[src/rtl/deadtime_pkg.sv]
package deadtime_pkg;
  typedef enum logic [1:0] {
    PH_IDLE   = 2'd0,
    PH_HIGH   = 2'd1,
    PH_SETTLE = 2'd2,
    PH_LOW    = 2'd3
  } phase_t;
endpackage

[src/rtl/ontime_limiter.sv]
module ontime_limiter #(
  parameter int MAX_ON = 8
) (
  input  logic clk,
  input  logic rst,
  input  logic pwm_req,
  input  logic hs_en,
  output logic pwm_ok
);
  localparam int OCW = (MAX_ON < 2) ? 1 : $clog2(MAX_ON + 1);

  logic [OCW-1:0] on_cnt;
  logic           blocked;
  logic           last_cyc;

  assign last_cyc = hs_en && (on_cnt == OCW'(MAX_ON - 1));
  assign pwm_ok   = pwm_req && !blocked && !last_cyc;

  always_ff @(posedge clk) begin
    if (rst) begin
      on_cnt  <= '0;
      blocked <= 1'b0;
    end else begin
      on_cnt <= hs_en ? on_cnt + 1'b1 : '0;
      if (!pwm_req)
        blocked <= 1'b0;
      else if (last_cyc)
        blocked <= 1'b1;
    end
  end

  // on-time cap: the last permitted high-side cycle is followed by turn-off
  assert_on_cap_R6: assert property (@(posedge clk) disable iff (rst)
    (hs_en && on_cnt == OCW'(MAX_ON - 1)) |=> !hs_en);
endmodule

[src/rtl/settle_watchdog.sv]
module settle_watchdog #(
  parameter int WDOG_CYCLES = 16
) (
  input  logic clk,
  input  logic rst,
  input  logic arm,
  output logic expired
);
  localparam int WCW = (WDOG_CYCLES < 2) ? 1 : $clog2(WDOG_CYCLES + 1);
  localparam logic [WCW-1:0] LAST = WCW'(WDOG_CYCLES - 1);

  logic [WCW-1:0] cnt;

  assign expired = arm && (cnt == LAST);

  always_ff @(posedge clk) begin
    if (rst)
      cnt <= '0;
    else if (!arm)
      cnt <= '0;
    else if (cnt != LAST)
      cnt <= cnt + 1'b1;
  end
endmodule

[src/rtl/gate_phase_fsm.sv]
module gate_phase_fsm
  import deadtime_pkg::*;
(
  input  logic clk,
  input  logic rst,
  input  logic pwm_ok,
  input  logic sw_node_low,
  input  logic lo_gate_low,
  input  logic ls_mask,
  input  logic force_off,
  input  logic force_ls,
  input  logic wd_expired,
  output logic settle_arm,
  output logic hs_en,
  output logic ls_en
);
  phase_t st, st_nx;
  logic   hs_nx, ls_nx;

  assign settle_arm = (st == PH_SETTLE);

  always_comb begin
    st_nx = st;
    hs_nx = 1'b0;
    ls_nx = 1'b0;
    if (force_off) begin
      st_nx = PH_IDLE;
    end else if (force_ls) begin
      if (st == PH_HIGH) begin
        st_nx = PH_SETTLE;
      end else begin
        st_nx = PH_LOW;
        ls_nx = 1'b1;
      end
    end else begin
      unique case (st)
        PH_IDLE: begin
          if (pwm_ok) begin
            if (lo_gate_low) begin
              st_nx = PH_HIGH;
              hs_nx = 1'b1;
            end
          end else if (!ls_mask) begin
            st_nx = PH_SETTLE;
          end
        end
        PH_HIGH: begin
          if (pwm_ok) hs_nx = 1'b1;
          else        st_nx = PH_SETTLE;
        end
        PH_SETTLE: begin
          if (ls_mask) begin
            st_nx = PH_IDLE;
          end else if (sw_node_low || wd_expired) begin
            st_nx = PH_LOW;
            ls_nx = 1'b1;
          end
        end
        PH_LOW: begin
          if (pwm_ok || ls_mask) st_nx = PH_IDLE;
          else                   ls_nx = 1'b1;
        end
        default: st_nx = PH_IDLE;
      endcase
    end
  end

  always_ff @(posedge clk) begin
    if (rst) begin
      st    <= PH_IDLE;
      hs_en <= 1'b0;
      ls_en <= 1'b0;
    end else begin
      st    <= st_nx;
      hs_en <= hs_nx;
      ls_en <= ls_nx;
    end
  end

  assert_no_overlap_R2: assert property (@(posedge clk) disable iff (rst)
    !(hs_en && ls_en));

  assert_ls_after_sense_R3: assert property (@(posedge clk) disable iff (rst)
    $rose(ls_en) |-> ($past(force_ls) || $past(sw_node_low) || $past(wd_expired)));

  assert_hs_after_lg_R4: assert property (@(posedge clk) disable iff (rst)
    $rose(hs_en) |-> ($past(lo_gate_low) && !$past(ls_en)));

  assert_force_off_R7: assert property (@(posedge clk) disable iff (rst)
    force_off |=> (!hs_en && !ls_en));

  assert_force_ls_R8: assert property (@(posedge clk) disable iff (rst)
    (force_ls && !force_off) |=> !hs_en);

  assert_mask_hold_R9: assert property (@(posedge clk) disable iff (rst)
    (ls_mask && !force_ls && !force_off) |=> !ls_en);
endmodule

[src/rtl/deadtime_sequencer.sv]
module deadtime_sequencer #(
  parameter int CLK_HZ      = 250_000_000,
  parameter int SW_HZ       = 300_000,
  parameter int DUTY_PCT    = 80,
  parameter int WDOG_CYCLES = 16
) (
  input  logic clk,
  input  logic rst,
  input  logic pwm_req,
  input  logic sw_node_low,
  input  logic lo_gate_low,
  input  logic ls_mask,
  input  logic force_off,
  input  logic force_ls,
  output logic hs_en,
  output logic ls_en
);
  localparam int PERIOD = CLK_HZ / SW_HZ;
  localparam int MAX_ON = (PERIOD * DUTY_PCT) / 100;

  logic pwm_ok;
  logic settle_arm;
  logic wd_expired;

  ontime_limiter #(.MAX_ON(MAX_ON)) u_limit (
    .clk     (clk),
    .rst     (rst),
    .pwm_req (pwm_req),
    .hs_en   (hs_en),
    .pwm_ok  (pwm_ok)
  );

  settle_watchdog #(.WDOG_CYCLES(WDOG_CYCLES)) u_wdog (
    .clk     (clk),
    .rst     (rst),
    .arm     (settle_arm),
    .expired (wd_expired)
  );

  gate_phase_fsm u_fsm (
    .clk         (clk),
    .rst         (rst),
    .pwm_ok      (pwm_ok),
    .sw_node_low (sw_node_low),
    .lo_gate_low (lo_gate_low),
    .ls_mask     (ls_mask),
    .force_off   (force_off),
    .force_ls    (force_ls),
    .wd_expired  (wd_expired),
    .settle_arm  (settle_arm),
    .hs_en       (hs_en),
    .ls_en       (ls_en)
  );

  assert_pwm_low_R10: assert property (@(posedge clk) disable iff (rst)
    !pwm_req |=> !hs_en);
endmodule

[config.mk]
export PLATFORM = sky130hd
export DESIGN_NAME = deadtime_sequencer
export DESIGN_NICKNAME = d
export VERILOG_FILES = /design/src/rtl/deadtime_pkg.sv /design/src/rtl/ontime_limiter.sv /design/src/rtl/settle_watchdog.sv /design/src/rtl/gate_phase_fsm.sv /design/src/rtl/deadtime_sequencer.sv
export SDC_FILE = /design/constraint.sdc
export NUM_CORES = 1
export LEC_CHECK = 0
export BUFFER_PORTS_ARGS = -buffer_cell sky130_fd_sc_hd__buf_2
export CORE_ASPECT_RATIO = 0.75
export CORE_UTILIZATION = 49
export DETAILED_ROUTE_END_ITERATION = 8
export PLACE_DENSITY_LB_ADDON = 0.25
export SETUP_SLACK_MARGIN = 0.15
export SLEW_MARGIN = 20
export SYNTH_ARGS = -nofsm -noshare
export SYNTH_HDL_FRONTEND = slang
export SYNTH_SLANG_ARGS = --single-unit
[constraint.sdc]
create_clock -name clk -period 2 [get_ports clk]
set_input_delay 0.1 -clock clk [delete_from_list [all_inputs] [get_ports clk]]
set_output_delay 0.1 -clock clk [all_outputs]
set_load 0.1 [all_outputs]
Word level (Yosys, flattened, before mapping)
Cells that the tools add are included.

storage, ports and cells
  register bits = 20
  input bits = 8
  output and inout port bits = 2
  logic and storage cells = 57

operators by class
  $add $sub $neg = 2
  eq/ne operators = 11
  muxes and demuxes = 20
  bitwise gates (word level) = 3
  reductions and logical operators = 15

operator list
  kind                     count
  $mux W2                  8
  $add A10 B1 Y10 const B  1
  $eq A10 B10 Y1 const B   1
  $mux W1                  9
  $ne A4 B3 Y1 const B     2
  $pmux W2 S4              1
  $reduce_or A2 Y1         4
  $add A5 B1 Y5 const B    1
  $eq A5 B4 Y1 const B     1
  $ne A5 B4 Y1 const B     1
  $reduce_and A5 Y1        1
  $eq A2 B2 Y1 const B     2
  $logic_and A1 B1 Y1      4
  $ne A4 B4 Y1 const B     1
  $pmux W1 S2              2
  $ne A3 B2 Y1 const B     1
  $ne A3 B3 Y1 const B     1
  $not A1 Y1               3
  $reduce_or A3 Y1         1
  $eq A2 B1 Y1 const B     1
  $logic_not A1 Y1         2
  $logic_not A2 Y1         1
  $logic_or A1 B1 Y1       2

Logic depth before layout (Yosys ltp)
Gate-level depths: netlist of run 1.

  depth after elaboration = 8
  gate-level depth with buffers = 8
  depth with buffers taken out = 7

Hierarchy
A second synthesis of run 1 with hierarchy kept.

second synthesis, totals
  cells, all modules = 114
  area total of the unflattened synthesis = 1054.8 um^2

by module, submodules not included
  module           instances  cells each  area an instance (um^2)  seq. area each (um^2)
  ontime_limiter   1          53          498.0                    220.2
  gate_phase_fsm   1          36          301.5                    80.1
  settle_watchdog  1          25          255.2                    100.1

Least setup slack after synthesis of run 1
OpenSTA, ideal clock, no wires.

  path kind = reg2reg
  start = register u_fsm.hs_en
  end = register u_fsm.st[0]
  setup time = 0.128 ns
  arrival time = 1.821 ns
  data required time = 1.872 ns
  slack = 0.051 ns
  cell stages (with the launch flop) = 5
  buffers on the path = 0
  period minus slack after synthesis = 1.949 ns
  cells stage by stage = dfxtp_1 nand4bb_4 o311ai_2 mux2i_1 o211ai_1

on the way
  word-level cells in the longest chain between the ends = 6
  elaborated cells on any way between the ends = 12
  those cells by class = eq/ne: 4; mux: 3; reduce/logical: 5

ends and longest elaborated chain
  what                                                  RTL line                                    RTL
  from (decl)                                           gate_phase_fsm.sv:14                        output logic hs_en,
  from (signal assigned)                                gate_phase_fsm.sv:75                        hs_en <= hs_nx;
  $logic_and A1 B1 Y1 (*)                               ontime_limiter.sv:16                        assign last_cyc = hs_en && (on_cnt == OCW'(MAX_ON - 1));
  $logic_not A1 Y1 (*)                                  ontime_limiter.sv:17                        assign pwm_ok = pwm_req && !blocked && !last_cyc;
  $logic_and A1 B1 Y1 (*)                               ontime_limiter.sv:17
  $mux W2 / $logic_or A1 B1 Y1 (equally long branches)  gate_phase_fsm.sv:38, gate_phase_fsm.sv:60
  $pmux W2 S4 / $ne A3 B2 Y1 (equally long branches)    n/a
  $mux W2 / $reduce_and A5 Y1 (equally long branches)   n/a
  to (signal assigned)                                  gate_phase_fsm.sv:74                        st <= st_nx;
  to (decl)                                             gate_phase_fsm.sv:17                        phase_t st, st_nx;

Every way passes the cells marked *; elsewhere a longest branch is shown, timed or not.
A chain may end at the register's enable or synchronous reset.

Worst setup path after layout of run 1
  start = register u_wdog.cnt[0]
  end = register u_fsm.st[0]

on the way
  word-level cells in the longest chain between the ends = 5

ends and longest elaborated chain
  what                         RTL line               RTL
  from (decl)                  settle_watchdog.sv:12  logic [WCW-1:0] cnt;
  from (signal assigned)       settle_watchdog.sv:22  cnt <= cnt + 1'b1;
  $eq A5 B4 Y1                 settle_watchdog.sv:14  assign expired = arm && (cnt == LAST);
  $logic_and A1 B1 Y1          settle_watchdog.sv:14
  $logic_or A1 B1 Y1           gate_phase_fsm.sv:54   end else if (sw_node_low || wd_expired) begin
  $ne A4 B3 Y1 (no line)       n/a
  $reduce_and A5 Y1 (no line)  n/a

No other way between the ends.

==> flow_summary.rst, run 1 <==
.. list-table::
   :header-rows: 1

   * - Metric
     - Value
   * - Count of final setup violators
     - 0
   * - Buffer levels on the longest clock path
     - 2
   * - Final routed wirelength across all metal layers
     - approximately 1900 µm
   * - Kind of critical path
     - reg -> reg
   * - Fillers
     - 188
   * - Worst reg2reg setup slack
     - roughly 0.26 ns
   * - Most numerous cell in the Yosys netlist
     - sky130_fd_sc_hd__dfxtp_1
   * - Final core occ
     - 56.4%
   * - Vias in the first global route
     - 748
   * - Worst hold path startpoint
     - rst
   * - Status
     - complete, no violations
   * - Layout cell share with drive strength beyond 1
     - 17.9%
   * - Required time of the worst setup path
     - 2.18 ns
   * - Measured slew at the worst slew-check pin
     - just under 0.5 ns
   * - WP data arrival
     - 1.93 ns
   * - Overflow after GRT
     - 0
   * - Leakage dissipation
     - 0.422 nW
   * - Final slew viol count
     - 0
   * - Cell class contributing the biggest share of worst-path delay
     - compound AO/OA/AOI/OAI gates
   * - Vias
     - between 800 and 900
   * - End of the worst register-to-register path
     - u_fsm.st[0]
   * - Die Area
     - between 2000 and 2500 µm²
   * - Sequential power share
     - around 59%
   * - Antenna violations before repair
     - 0
   * - Top FF cell, synth
     - sky130_fd_sc_hd__dfxtp_1
   * - I/O Buffers
     - 9
   * - Hold-fix buffers at CTS
     - 0
   * - Highest net fanout along the worst path
     - 3
   * - CP most frequent cell
     - sky130_fd_sc_hd__ha_1
   * - Top cell type by total area after synthesis
     - sky130_fd_sc_hd__dfxtp_1
   * - Max VDD drop
     - approximately 0.00072 V
   * - Area fraction in and, or, nand and nor cells after synthesis
     - between 20% and 30%
   * - Total iterations of the first detailed-routing run
     - 3
   * - Routed length per instance
     - 12.8 µm
   * - Number of distinct standard cells referenced by the synthesized netlist
     - 37
   * - Total GRT Usage
     - between 10% and 20%
   * - Sinks on Clock Net
     - 20
   * - Crit path capture type
     - register
   * - Synth top area share
     - 38.2%
   * - Core box area
     - ~2000 µm²
   * - Count of antenna diodes in the layout
     - 0
   * - Iter 0 DRT Violations
     - 14
   * - Pwr per Cell Area
     - roughly 620 nW/µm²
   * - Path class of the lowest-slack min-delay path
     - in -> reg
   * - Largest stage delay, worst path
     - about 0.35 ns
   * - Synthesized area
     - approximately 1000 µm²
   * - Flip-flop and latch count after synthesis
     - 20
   * - Synth warn
     - 0
   * - Clock tree from TritonCTS
     - built
   * - Worst min-delay path endpoint
     - u_limit.blocked
   * - Clock latency at the later pin of the worst-skew pair
     - approximately 0.30 ns
   * - Htree depth
     - 1
   * - Register area share after synthesis
     - 38.2%
   * - Top post-synthesis cells by count
     - 20 x sky130_fd_sc_hd__dfxtp_1, 17 x sky130_fd_sc_hd__nor2_1, 8 x sky130_fd_sc_hd__a21oi_1
   * - Total Neg Setup Slack
     - 0 ns
   * - Num rows
     - 14
   * - Headroom to the max-slew limit
     - 67.6%
   * - Multiplexer share of the synthesized area
     - under 10%
   * - Achievable Freq
     - about 0.57 GHz
   * - Setup repair after global routing missed its margin
     - no
   * - CTS clk-pin slew, worst paths
     - between 0.1 and 0.15 ns
   * - Average size of a mapped cell
     - between 9 and 10 µm²
   * - Total design power
     - around 700 µW
   * - Hold violation total from the final report
     - 0
   * - Synth Area in Compound Gates
     - about 15%
   * - Max-cap viol count
     - 0
   * - Post-layout nets
     - 136
   * - First-pass GRT wire length
     - 3240 µm
   * - Share of flip-flops with an asynchronous set or reset after synthesis
     - 0%
   * - Minimum period implied by the final worst setup slack
     - ~1.7 ns
   * - Power share of the clock group
     - approximately a third
   * - PostCTS Resize Cnt
     - 0
   * - Hold depth
     - 2
   * - Slowest stage cell on the critical path
     - sky130_fd_sc_hd__dfxtp_1
   * - Clock tree root driver cell
     - sky130_fd_sc_hd__clkbuf_4
   * - DRC errors left
     - 0
   * - Design internal power
     - roughly 540 µW
   * - Worst clock skew
     - approximately 0.0075 ns
   * - Setup crit start kind
     - register
   * - Buf/Inv on CP
     - 0
   * - Crit-path cells
     - ha_1 -> and3_1 -> ha_1 -> o41ai_1 -> o21ai_0 -> nand4b_1 -> o211ai_1
   * - Switch Pwr
     - between 150 and 200 µW
   * - Die boundary height
     - approximately 42 µm
   * - Reg2reg start
     - u_wdog.cnt[0]
   * - Synth top area cells
     - sky130_fd_sc_hd__dfxtp_1 38%, sky130_fd_sc_hd__nor2_1 6.1%, sky130_fd_sc_hd__ha_1 4.8%, sky130_fd_sc_hd__xor2_1 4.2%, sky130_fd_sc_hd__a21oi_1 3.8%
   * - Num CTS Buffers
     - 3
   * - Area growth syn-to-layout
     - 8.35%
   * - Switching share of total power
     - a little under a quarter
   * - Ratio of routed vias to standard cells
     - between 5 and 6
   * - Syn Nets
     - about 130
   * - Length in cells of the worst reg-to-reg path
     - 7
   * - Top-level port count
     - 10
   * - Largest net degree at the start of global routing
     - 13
   * - Post-CTS setup-driven buffer insertion count
     - 0
   * - Starting utilization of the core area
     - a little over half
   * - Tcrit/Tclk final
     - slightly below 90%
   * - Residual antenna-violating net count after detailed routing
     - 0
   * - XOR/XNOR share of the synthesized area
     - roughly 6.7%
   * - Post-DP HPWL
     - approximately 1500 µm
   * - Main combinational cell family by area after synthesis
     - simple AND/OR/NAND/NOR gates
   * - Horizontal extent of the die
     - 55.4 µm
   * - Synthesized-area fraction occupied by adder cells
     - roughly 4.8%
   * - Worst-case hold slack
     - roughly 0.025 ns
   * - Post-synthesis cell count
     - about 110
   * - Combinational share of power
     - 8.6%
   * - Placer's final routability congestion estimate
     - approximately 0.9
   * - Count of flip-flops with a built-in enable after synthesis
     - 0
[area by class of cell]
type	instances	area (µm²)	share of cell area [%]
Timing Repair Buffer	10	52.6	4.63
Clock buffer	4	36.3	3.19
Multi-Input combinational cell	84	597	52.5
Tap cell	24	30.0	2.64
Sequential cell	20	402	35.4
Inverter	5	18.8	1.65
[cell families (layout without fill, tap and decap cells)]
| kind of cell | count (synthesis) | in the layout |
|---|---|---|
| buffers and inverters | 9 | 19 |
| multiplexers | 2 | 2 |
| AO/OA/AOI/OAI | 22 | 22 |
| adder cells (fa/ha/maj) | 4 | 4 |
| AND/OR/NAND/NOR | 48 | 48 |
| flip-flops | 20 | 20 |
| XOR/XNOR | 8 | 8 |
[worst max-delay path by stage]
stage / from / to / depth (start not counted)
floorplan: u_wdog.cnt[0] / u_fsm.st[0] / 8
global route: u_wdog.cnt[0] / u_fsm.st[0] / 7
detailed placement: u_wdog.cnt[0] / u_fsm.st[0] / 7
global placement: u_wdog.cnt[0] / u_fsm.st[0] / 7
CTS: u_wdog.cnt[0] / u_fsm.st[0] / 7
finish: u_wdog.cnt[0] / u_fsm.st[0] / 7
[flip-flops by register name, summed over array words and instances, names as in the netlist]
signal and flops:
u_limit.blocked 1, u_limit.on_cnt 10, u_fsm.ls_en 1, u_wdog.cnt 5, u_fsm.st 2, u_fsm.hs_en 1
[power groups by stage]
stage	Combinational, mW	Clock (mW)	Sequential, mW
global route	0.0662	0.257	0.415
detailed placement	0.0603	0	0.421
CTS	0.0605	0.238	0.412
floorplan	0.0414	0	0.426
finish	0.0603	0.231	0.412
global placement	0.0593	0	0.421
[per-layer routing]
layer,share of wire (%),track usage (%),vias up
met4,0.59,5.00,0
met2,45,27.5,10
met3,3.2,5.86,2
li1,-,-,423
met1,51,24.0,369
met5,0,0,-
[through the flow]
stage,cell area [µm²],cells,worst slack [ns]
floorplan,1050,113,0.245
CTS,1140,147,0.245
global route,1140,147,0.159
global placement,1100,143,0.369
finish,1140,147,0.255
detailed placement,1100,143,0.272
[cells in the final DEF (no fill, tap or decap), types with 4 or more instances in the layout]
| master | instances |
|---|---|
| sky130_fd_sc_hd__o21ai_0 | 7 |
| sky130_fd_sc_hd__dfxtp_1 | 19 |
| sky130_fd_sc_hd__inv_1 | 5 |
| sky130_fd_sc_hd__a21oi_1 | 8 |
| sky130_fd_sc_hd__or3_1 | 4 |
| sky130_fd_sc_hd__nand3_1 | 4 |
| sky130_fd_sc_hd__nor2_1 | 17 |
| sky130_fd_sc_hd__ha_1 | 4 |
| sky130_fd_sc_hd__buf_2 | 9 |
| sky130_fd_sc_hd__xor2_1 | 5 |
Power figures use the tool's default switching activity.
==> inputs of run 2 (changes only) <==
- CORE_UTILIZATION: 49 -> 56
- CTS_BUF_LIST: not set -> sky130_fd_sc_hd__clkbuf_16
==> run 2 against run 1 <==
Net effect: final area rose by 3.2%; sequential share of layout area fell by 1.1 points; non-clock buffer count did not move; cell count fell by 2.0%; largest cell class unchanged; worst hold slack improved by 0.065 ns; utilization rose by 11 points; largest power group unchanged.
==> flow_summary.rst, run 2 (synthesized netlist as in run 1, its figures left out) <==
.. list-table::
   :header-rows: 1

   * - Metric
     - Value
   * - Highest net fanout along the worst path
     - 3
   * - Overflow after GRT
     - 0
   * - Area growth syn-to-layout
     - 11.8%
   * - Final core occ
     - between 60% and 70%
   * - Residual antenna-violating net count after detailed routing
     - 0
   * - Max-cap viol count
     - 0
   * - Largest net degree at the start of global routing
     - 13
   * - Headroom to the max-slew limit
     - about two thirds
   * - Clock tree root driver cell
     - sky130_fd_sc_hd__clkbuf_16
   * - Registers with the highest flip-flop counts
     - u_limit.on_cnt x10, u_wdog.cnt x5, u_fsm.st x2
   * - Final slew viol count
     - 0
   * - CTS clk-pin slew, worst paths
     - about 0.050 ns
   * - Setup crit start kind
     - register
   * - Vias in the first global route
     - approximately 700
   * - Pwr per Cell Area
     - 745 nW/µm²
   * - Worst clock skew
     - 0.00516 ns
   * - First-pass GRT wire length
     - about 3200 µm
   * - Destination of the critical timing path
     - u_fsm.st[0]
   * - WP data arrival
     - 1.84 ns
   * - Measured slew at the worst slew-check pin
     - about 0.49 ns
   * - Ratio of routed vias to standard cells
     - about 5.7
   * - DRC errors left
     - 0
   * - Htree depth
     - 1
   * - Total Neg Setup Slack
     - 0 ns
   * - Buffer levels on the longest clock path
     - 2
   * - Count of antenna diodes in the layout
     - 0
   * - Achievable Freq
     - ~0.58 GHz
   * - Hold-fix buffers at CTS
     - 0
   * - Post-DP HPWL
     - roughly 1400 µm
   * - Iter 0 DRT Violations
     - 11
   * - Placed cell area
     - 1100 µm²
   * - Max VDD drop
     - just over 0.0006 V
   * - End of the worst register-to-register path
     - u_fsm.st[0]
   * - Num CTS Buffers
     - 3
   * - Top-level port count
     - 10
   * - PostCTS Resize Cnt
     - 0
   * - Path class of the lowest-slack min-delay path
     - in -> reg
   * - Number of flip-flops under the largest register name
     - 10
   * - Leakage dissipation
     - 0.438 nW
   * - Placer's final routability congestion estimate
     - around 0.84
   * - Status
     - complete, no violations
   * - Worst-case hold slack
     - about 0.09 ns
   * - Final routed wirelength across all metal layers
     - between 2000 and 2500 µm
   * - Commonest non-fill, non-tap cell in the layout
     - sky130_fd_sc_hd__dfxtp_1
   * - Die boundary height
     - ~39 µm
   * - Die Area
     - 2050 µm²
   * - Routed length per instance
     - about 14 µm
   * - Clock latency at the later pin of the worst-skew pair
     - between 0.2 and 0.3 ns
   * - Total GRT Usage
     - 22.8%
   * - Vias
     - about 800
   * - Sinks on Clock Net
     - 20
   * - Horizontal extent of the die
     - 52.0 µm
   * - Total iterations of the first detailed-routing run
     - 4
   * - I/O Buffers
     - 9
   * - Starting utilization of the core area
     - 60.2%
   * - Tcrit/Tclk final
     - a little under nine tenths
   * - Crit path capture type
     - register
   * - Post-layout nets
     - roughly 140
   * - Layout cell share with drive strength beyond 1
     - 17.2%
   * - Length in cells of the worst reg-to-reg path
     - 7
   * - Fillers
     - approximately 140
   * - Post-CTS setup-driven buffer insertion count
     - 0
   * - Count of final setup violators
     - 0
   * - Largest register by flop count
     - u_limit.on_cnt
   * - Minimum period implied by the final worst setup slack
     - 1.73 ns
   * - Core box area
     - around 1700 µm²
   * - Num rows
     - 13
   * - Final cell count without fillers
     - around 140
   * - Placed insts
     - between 100 and 150
   * - Worst reg2reg setup slack
     - ~0.27 ns
   * - Reg2reg start
     - u_wdog.cnt[0]
   * - Setup repair after global routing missed its margin
     - no
   * - Worst setup path startpoint
     - u_wdog.cnt[0]
   * - Required time of the worst setup path
     - around 2.1 ns
   * - Most used cells in the layout excluding fill and tap cells
     - 19 x sky130_fd_sc_hd__dfxtp_1, 17 x sky130_fd_sc_hd__nor2_1, 9 x sky130_fd_sc_hd__buf_2, 8 x sky130_fd_sc_hd__a21oi_1, 7 x sky130_fd_sc_hd__o21ai_0
   * - Antenna violations before repair
     - 0
   * - Hold violation total from the final report
     - 0
   * - Clock tree from TritonCTS
     - built
   * - Design area
     - 1170 µm²
   * - Kind of critical path
     - reg -> reg
run 2: cell types whose count changed in the layout (fill, tap and decap cells not counted):
| cell | previous run | this run |
|---|---|---|
| sky130_fd_sc_hd__clkbuf_16 | 0 | 3 |
| sky130_fd_sc_hd__clkbuf_8 | 1 | 0 |
| sky130_fd_sc_hd__clkbuf_4 | 3 | 0 |
run 2: how the worst min path moves through the flow:
stage / slack [ns] / to / cells past startpoint / from
after floorplan: 0.18 / u_limit.blocked / 1 / rst
after global placement: 0.33 / u_limit.blocked / 2 / rst
after detailed placement: 0.34 / u_limit.blocked / 2 / rst
after CTS: 0.09 / u_limit.blocked / 2 / rst
after global routing: 0.09 / u_limit.blocked / 2 / rst
final: 0.09 / u_limit.blocked / 2 / rst
run 2: cell type report:
type / count / area [µm²] / area share (%)
Multi-Input combinational cell: 84 / 597 / 50.9
Clock buffer: 3 / 75.1 / 6.40
Timing Repair Buffer: 10 / 52.6 / 4.48
Tap cell: 22 / 27.5 / 2.35
Inverter: 5 / 18.8 / 1.60
Sequential cell: 20 / 402 / 34.3
run 2: worst max-delay path, cell delays in order (launching register included):
cell	delay, ns
sky130_fd_sc_hd__dfxtp_1	0.33
sky130_fd_sc_hd__ha_1	0.20
sky130_fd_sc_hd__and3_1	0.19
sky130_fd_sc_hd__ha_1	0.20
sky130_fd_sc_hd__o41ai_1	0.31
sky130_fd_sc_hd__o21ai_0	0.13
sky130_fd_sc_hd__nand4b_1	0.12
sky130_fd_sc_hd__o211ai_1	0.11
run 2: metrics by stage:
step                      power, mW  worst slack, ns
after floorplan               0.468            0.245
after global routing          0.900            0.214
after global placement        0.480            0.381
after CTS                     0.878            0.283
after detailed placement      0.482            0.323
final                         0.873            0.275
run 2: power by group:
group	switching [mW]	total, mW	internal [mW]	leakage (nW)
Sequential	0.00891	0.413	0.404	0.162
Combinational	0.0355	0.0614	0.0258	0.239
Clock	0.135	0.398	0.263	0.0370
Total	0.180	0.873	0.693	0.438
run 2: per-layer routing:
layer / global-route usage [%] / part of all wire (%)
met5: 0 / 0
met4: 8.11 / 0.65
met3: 8.53 / 5.5
met2: 35.3 / 46
met1: 29.0 / 48
